## config.mk

```make
export PLATFORM = sky130hd
export DESIGN_NAME = rx_err_hold
export DESIGN_NICKNAME = d
export VERILOG_FILES = /design/src/rtl/rxh_pkg.sv /design/src/rtl/rxh_qualify.sv /design/src/rtl/rxh_substitute.sv /design/src/rtl/rxh_silence.sv /design/src/rtl/rxh_out_stage.sv /design/src/rtl/rx_err_hold.sv
export SDC_FILE = /design/constraint.sdc
export NUM_CORES = 1
export LEC_CHECK = 0
export ABC_AREA = 1
export BUFFER_PORTS_ARGS = -buffer_cell sky130_fd_sc_hd__buf_4
export CORE_AREA = 3 3 133 135
export CTS_CLUSTER_SIZE = 24
export DETAILED_ROUTE_END_ITERATION = 12
export DIE_AREA = 0 0 136 138
export GPL_TIMING_DRIVEN = 0
export SETUP_SLACK_MARGIN = 0.1
export SYNTH_ARGS = -nofsm -noshare
export SYNTH_HDL_FRONTEND = slang
export SYNTH_HIERARCHICAL = 1
export SYNTH_SLANG_ARGS = --single-unit
```

## constraint.sdc

```tcl
create_clock -name clk -period 1.9 [get_ports clk]
set_input_delay 0.095 -clock clk [delete_from_list [all_inputs] [get_ports clk]]
set_output_delay 0.095 -clock clk [all_outputs]
set_load 0.03 [all_outputs]
```

## src/rtl/rxh_pkg.sv

```systemverilog
package rxh_pkg;
  typedef enum logic [1:0] {
    HOLD_LAST = 2'b00,
    HOLD_ZERO = 2'b01,
    HOLD_PASS = 2'b10,
    HOLD_SPARE = 2'b11
  } hold_mode_e;

  // The spare code behaves as pass-through.
  function automatic hold_mode_e eff_mode(input logic [1:0] code);
    case (code)
      2'b00:   eff_mode = HOLD_LAST;
      2'b01:   eff_mode = HOLD_ZERO;
      default: eff_mode = HOLD_PASS;
    endcase
  endfunction
endpackage

```

## src/rtl/rxh_qualify.sv

```systemverilog
module rxh_qualify #(
  parameter int NUM_ERR = 5
) (
  input  logic               clk,
  input  logic               rst_n,
  input  logic               fire,
  input  logic [NUM_ERR-1:0] in_err,
  input  logic [NUM_ERR-1:0] err_mask,
  input  logic               stat_clr,
  output logic               qual,
  output logic [NUM_ERR-1:0] err_status,
  output logic               err_irq
);
  logic [NUM_ERR-1:0] hits;
  logic [NUM_ERR-1:0] status_q;

  assign hits = in_err & err_mask;
  assign qual = |hits;

  always_ff @(posedge clk) begin
    if (!rst_n) begin
      status_q <= '0;
    end else begin
      status_q <= (stat_clr ? '0 : status_q) | (fire ? hits : '0);
    end
  end

  assign err_status = status_q;
  assign err_irq    = |status_q;

  AST_STATUS_STICKY: assert property (@(posedge clk) disable iff (!rst_n)
    !stat_clr |=> ((err_status & $past(err_status)) == $past(err_status)));
  AST_IRQ_ON_QUAL: assert property (@(posedge clk) disable iff (!rst_n)
    (fire && qual) |=> err_irq);
  AST_CLR_EMPTIES: assert property (@(posedge clk) disable iff (!rst_n)
    (stat_clr && !fire) |=> (err_status == '0));
endmodule

```

## src/rtl/rxh_substitute.sv

```systemverilog
module rxh_substitute
  import rxh_pkg::*;
#(
  parameter int SAMPLE_W = 24,
  parameter int NUM_CH   = 2
) (
  input  logic                           clk,
  input  logic                           rst_n,
  input  logic                           fire,
  input  logic                           qual,
  input  logic [1:0]                     hold_mode,
  input  logic [NUM_CH-1:0][SAMPLE_W-1:0] in_smp,
  output logic [NUM_CH-1:0][SAMPLE_W-1:0] sub_smp
);
  logic [NUM_CH-1:0][SAMPLE_W-1:0] last_good;
  hold_mode_e mode;

  assign mode = eff_mode(hold_mode);

  for (genvar c = 0; c < NUM_CH; c++) begin : g_ch
    always_ff @(posedge clk) begin
      if (!rst_n) begin
        last_good[c] <= '0;
      end else if (fire && !qual) begin
        last_good[c] <= in_smp[c];
      end
    end

    always_comb begin
      if (!qual) begin
        sub_smp[c] = in_smp[c];
      end else begin
        case (mode)
          HOLD_LAST: sub_smp[c] = last_good[c];
          HOLD_ZERO: sub_smp[c] = '0;
          default:   sub_smp[c] = in_smp[c];
        endcase
      end
    end
  end

  AST_LAST_KEPT_ON_ERR: assert property (@(posedge clk) disable iff (!rst_n)
    (fire && qual) |=> $stable(last_good));
endmodule

```

## src/rtl/rxh_silence.sv

```systemverilog
module rxh_silence #(
  parameter int SAMPLE_W    = 24,
  parameter int NUM_CH      = 2,
  parameter int SILENCE_RUN = 1548
) (
  input  logic                           clk,
  input  logic                           rst_n,
  input  logic                           fire,
  input  logic [NUM_CH-1:0][SAMPLE_W-1:0] in_smp,
  output logic                           silence
);
  localparam int CW = $clog2(SILENCE_RUN + 1);
  localparam logic [CW-1:0] RUN_C = CW'(SILENCE_RUN);

  logic [CW-1:0] run_cnt;
  logic          all_zero;

  assign all_zero = (in_smp == '0);

  always_ff @(posedge clk) begin
    if (!rst_n) begin
      run_cnt <= '0;
    end else if (fire) begin
      if (!all_zero)            run_cnt <= '0;
      else if (run_cnt != RUN_C) run_cnt <= run_cnt + 1'b1;
    end
  end

  assign silence = (run_cnt == RUN_C);

  AST_SIL_DROPS: assert property (@(posedge clk) disable iff (!rst_n)
    (fire && !all_zero) |=> !silence);
  AST_SIL_CAPPED: assert property (@(posedge clk) disable iff (!rst_n)
    run_cnt <= RUN_C);
endmodule

```

## src/rtl/rxh_out_stage.sv

```systemverilog
module rxh_out_stage #(
  parameter int SAMPLE_W = 24,
  parameter int NUM_CH   = 2
) (
  input  logic                           clk,
  input  logic                           rst_n,
  input  logic                           in_valid,
  output logic                           in_ready,
  input  logic [NUM_CH-1:0][SAMPLE_W-1:0] in_smp,
  output logic                           out_valid,
  input  logic                           out_ready,
  output logic [NUM_CH-1:0][SAMPLE_W-1:0] out_smp
);
  logic                           vld_q;
  logic [NUM_CH-1:0][SAMPLE_W-1:0] smp_q;

  assign in_ready = !vld_q || out_ready;

  always_ff @(posedge clk) begin
    if (!rst_n) begin
      vld_q <= 1'b0;
      smp_q <= '0;
    end else if (in_ready) begin
      vld_q <= in_valid;
      if (in_valid) smp_q <= in_smp;
    end
  end

  assign out_valid = vld_q;
  assign out_smp   = smp_q;

  AST_OUT_STALL_STABLE: assert property (@(posedge clk) disable iff (!rst_n)
    (out_valid && !out_ready) |=> (out_valid && $stable(out_smp)));
endmodule

```

## src/rtl/rx_err_hold.sv

```systemverilog
module rx_err_hold
  import rxh_pkg::*;
#(
  parameter int SAMPLE_W    = 24,
  parameter int NUM_ERR     = 5,
  parameter int SILENCE_RUN = 1548
) (
  input  logic                clk,
  input  logic                rst_n,
  input  logic [1:0]          hold_mode,
  input  logic [NUM_ERR-1:0]  err_mask,
  input  logic                stat_clr,
  input  logic                in_valid,
  output logic                in_ready,
  input  logic [SAMPLE_W-1:0] in_left,
  input  logic [SAMPLE_W-1:0] in_right,
  input  logic [NUM_ERR-1:0]  in_err,
  output logic                out_valid,
  input  logic                out_ready,
  output logic [SAMPLE_W-1:0] out_left,
  output logic [SAMPLE_W-1:0] out_right,
  output logic [NUM_ERR-1:0]  err_status,
  output logic                err_irq,
  output logic                silence
);
  localparam int NUM_CH = 2;

  logic                           fire;
  logic                           qual;
  logic [NUM_CH-1:0][SAMPLE_W-1:0] rx_smp;
  logic [NUM_CH-1:0][SAMPLE_W-1:0] sub_smp;
  logic [NUM_CH-1:0][SAMPLE_W-1:0] tx_smp;

  assign rx_smp[0] = in_left;
  assign rx_smp[1] = in_right;
  assign fire      = in_valid && in_ready;

  rxh_qualify #(.NUM_ERR(NUM_ERR)) u_qual (
    .clk(clk), .rst_n(rst_n), .fire(fire), .in_err(in_err),
    .err_mask(err_mask), .stat_clr(stat_clr), .qual(qual),
    .err_status(err_status), .err_irq(err_irq)
  );

  rxh_substitute #(.SAMPLE_W(SAMPLE_W), .NUM_CH(NUM_CH)) u_sub (
    .clk(clk), .rst_n(rst_n), .fire(fire), .qual(qual),
    .hold_mode(hold_mode), .in_smp(rx_smp), .sub_smp(sub_smp)
  );

  rxh_silence #(.SAMPLE_W(SAMPLE_W), .NUM_CH(NUM_CH), .SILENCE_RUN(SILENCE_RUN)) u_sil (
    .clk(clk), .rst_n(rst_n), .fire(fire), .in_smp(rx_smp), .silence(silence)
  );

  rxh_out_stage #(.SAMPLE_W(SAMPLE_W), .NUM_CH(NUM_CH)) u_out (
    .clk(clk), .rst_n(rst_n), .in_valid(in_valid), .in_ready(in_ready),
    .in_smp(sub_smp), .out_valid(out_valid), .out_ready(out_ready), .out_smp(tx_smp)
  );

  assign out_left  = tx_smp[0];
  assign out_right = tx_smp[1];

  AST_ZERO_POLICY: assert property (@(posedge clk) disable iff (!rst_n)
    (fire && qual && hold_mode == 2'b01) |=>
      (out_valid && out_left == '0 && out_right == '0));
  AST_PASS_POLICY: assert property (@(posedge clk) disable iff (!rst_n)
    (fire && hold_mode[1]) |=>
      (out_valid && out_left == $past(in_left) && out_right == $past(in_right)));
  AST_UNQUAL_PASSES: assert property (@(posedge clk) disable iff (!rst_n)
    (fire && (in_err & err_mask) == '0) |=>
      (out_left == $past(in_left) && out_right == $past(in_right)));
endmodule

```

==> metrics.md <==
| Metric | Value |
|---|---|
| Clock-pin slew on the worst setup and hold paths | 50 ps |
| MaxCap Viol Count | 0 |
| Slew margin rel. | 0.6536 |
| Combinational fraction of design power | 0.190 |
| Sw Pwr | 0.002062 W |
| Final hold violations | 0 |
| Internal | 0.005188 W |
| Pwr per Cell Area | 868.8 nW/µm² |
| GR met1 Demand/Resource | 0.2651 |
| Type of the worst setup path | register to register |
| Htree depth | 4 |
| Grt met3 use | 0.04978 |
| Synthesized net count | 1072 |
| Final wirelength | 18640 µm |
| First-pass GRT wire length | 30250 µm |
| Worst-skew pair later-pin latency | 410 ps |
| Tmin final | 1722 ps |
| Met2 GRT Util | 0.3215 |
| Chip height | 138 µm |
| CP max FO | 11 |
| Die Area | 18770 µm² |
| Layout cell share with drive strength beyond 1 | 0.2116 |
| 1st-iter DRT viols | 422 |
| Average wire per standard cell | 13.26 µm |
| Area Growth Syn to Fin | 33.53% |
| Mapped Cells | 1005 |
| Seq pwr share | 0.363 |
| Initial Utilization | 0.3769 |
| First-pass iteration count of the detailed router | 5 |
| VDD IR-drop max | 0.0006517 V |
| Crit path DAT | 2020 ps |
| Total congestion overflow | 0 |
| Synth unique cells | 28 |
| Mapped Avg Cell Area | 6.219 µm² |
| DR vias | 6493 |
| Routability Congestion | 0.8186 |
| Finished Core Util | 0.5032 |
| Clock power share | 0.447 |
| Clock Tree Root | clkbuf_16 |
| Clk buf depth | 2 |
| DRC viols | 0 |
| Skew final | 4.989 ps |
| Max Freq | 0.5806 GHz |
| Die width | 136 µm |
| Vias per cell | 4.618 |
| # diodes | 0 |
| Vias in the first global route | 6034 |
| CTS buffer count | 17 |
| Global route hottest layer | met2 |
| Antenna violations before repair | 0 |
| Post-DP HPWL | 13190 µm |
| Flops & latches, synth | 113 |
| Tot GR Track Use | 0.1998 |
| Crit end category | register |
| Sw frac | 0.2844 |
| Number of synthesis warnings | 6 |
| Final setup vio count | 0 |
| Seq/Total Area, Yosys | 0.3620 |
| Area of the mapped netlist | 6250 µm² |
| RSZ-0062 raised after global routing | no |
| IO Port Bufs | 121 |
| Worst setup SP type | register |
| Routed Antenna Nets | 0 |
| Total leakage power | 4.067 nW |
| CTS tree | yes |
| Final #Nets | 1241 |
| Final cycle utilization of the critical path | 0.9065 |
| Outcome | finished, final reports clean |
| Total clock sinks | 113 |
| Slew @ Worst Pin | 519.6 ps |
| Critical Path RT | 2200 ps |
| Io pins | 122 |
| Core area | 16580 µm² |
| Slew Limit Fails | 0 |
| FP Rows | 47 |
| Largest net degree at the start of global routing | 17 |
| Min-delay worst type | input port to register |
| Worst hold margin | 9.112 ps |
-- synth_stat cells (all sizes together) --
library cell / number / share of area
nand2: 254 / 0.15
nor2: 198 / 0.12
inv: 129 / 0.077
nand3: 127 / 0.10
dfxtp: 113 / 0.36
a21oi: 55 / 0.062
buf: 50 / 0.051
o21ai: 49 / 0.039
clkbuf: 16 / 0.010
nand4: 6 / 0.0070
nor3: 3 / 0.0042
ha: 2 / 0.0040
a21boi: 1 / 0.0012
and2: 1 / 0.0010
xor2: 1 / 0.0014
-- power by group through the flow --
stage | clock, W | combinational, W | sequential (W)
global route | 0.00344 | 0.00154 | 0.00265
finish | 0.00324 | 0.00138 | 0.00263
CTS | 0.00331 | 0.00137 | 0.00263
global placement | 0 | 0.00132 | 0.00267
detailed placement | 0 | 0.00132 | 0.00268
floorplan | 0 | 0.000694 | 0.00283
-- final timing paths --
kind / start / to / slack (ps) / cells past startpoint
min: in_right[11] / u_sub/last_good[35]$_SDFFE_PN0P_ / 9 / 5
max reg2reg: u_out/out_valid$_SDFFE_PN0P_ / u_qual/err_status[3]$_SDFF_PN0_ / 180 / 7
min reg2reg: u_sub/last_good[45]$_SDFFE_PN0P_ / u_sub/last_good[45]$_SDFFE_PN0P_ / 480 / 2
max: u_out/out_valid$_SDFFE_PN0P_ / u_qual/err_status[3]$_SDFF_PN0_ / 180 / 7
-- layout make-up --
type / instances / area [µm²]
Fill cell: 1768 / 8238
Multi-Input combinational cell: 697 / 3126
Sequential cell: 113 / 2265
Timing Repair Buffer: 149 / 1187
Inverter: 129 / 489.2
Clock buffer: 20 / 456.7
Buffer: 66 / 404.1
Tap cell: 220 / 275.3
Clock inverter: 11 / 137.6
Timing Repair inverter: 1 / 5.005
-- cells in the final DEF, fill, tap and decap left out, drive strengths merged --
master       instances
a21boi               1
a21oi               55
and2                 1
buf                173
bufinv               3
clkbuf              36
clkinv               7
clkinvlp             3
dfxtp              113
dlygate4sd3         26
ha                   2
inv                128
nand2              254
nand3              127
nand4                6
nor2               198
nor3                 3
o21ai               49
xor2                 1
-- worst max-delay path, cell delays in order (launching register included) --
cell,delay [ps]
dfxtp_2,350
nand2_4,110
buf_8,170
nand2_2,130
clkinv_4,120
nand3_1,100
a21oi_1,60
dlygate4sd3_1,550
-- registers in the layout, indices dropped and copies added, names as in the netlist --
name               cells
u_out/out_smp         48
u_sub/last_good       48
u_sil/run_cnt         11
u_qual/err_status      5
u_out/out_valid        1
-- metal layers --
metal,vias to the layer above,wire length (µm)
met5,-,0
met4,0,278
li1,3440,-
met3,22,1028
met2,165,8692
met1,2866,8644
-- per-stage QoR --
step	total power [W]	instance area [µm²]	TNS [ps]	setup slack, ps	instances
2_1_floorplan	0.003519	6250	0	183.0	1005
3_3_place_gp	0.003990	7433	-527.4	-37.94	1346
3_5_place_dp	0.004002	7433	-1021	-66.85	1346
4_1_cts	0.007311	8305	0	116.0	1403
5_1_grt	0.007619	8346	0	101.4	1406
6_report	0.007250	8346	0	177.6	1406
-- logic make-up after synthesis --
group                    synth area share
buffers and inverters              0.1391
adder cells (fa/ha/maj)          0.004003
AND/OR/NAND/NOR                    0.3910
XOR/XNOR                         0.001402
flip-flops                         0.3620
AO/OA/AOI/OAI                      0.1025
-- repair_timing --
item	CTS	global route
hold endpoints to repair	20	0
pin swaps	0	1
hold buffers	26	0
gates cloned	0	1
resized for setup	6	7
setup endpoints to repair	41	50
buffers inserted	0	2
No activity file was read; power rests on OpenSTA's default activity.
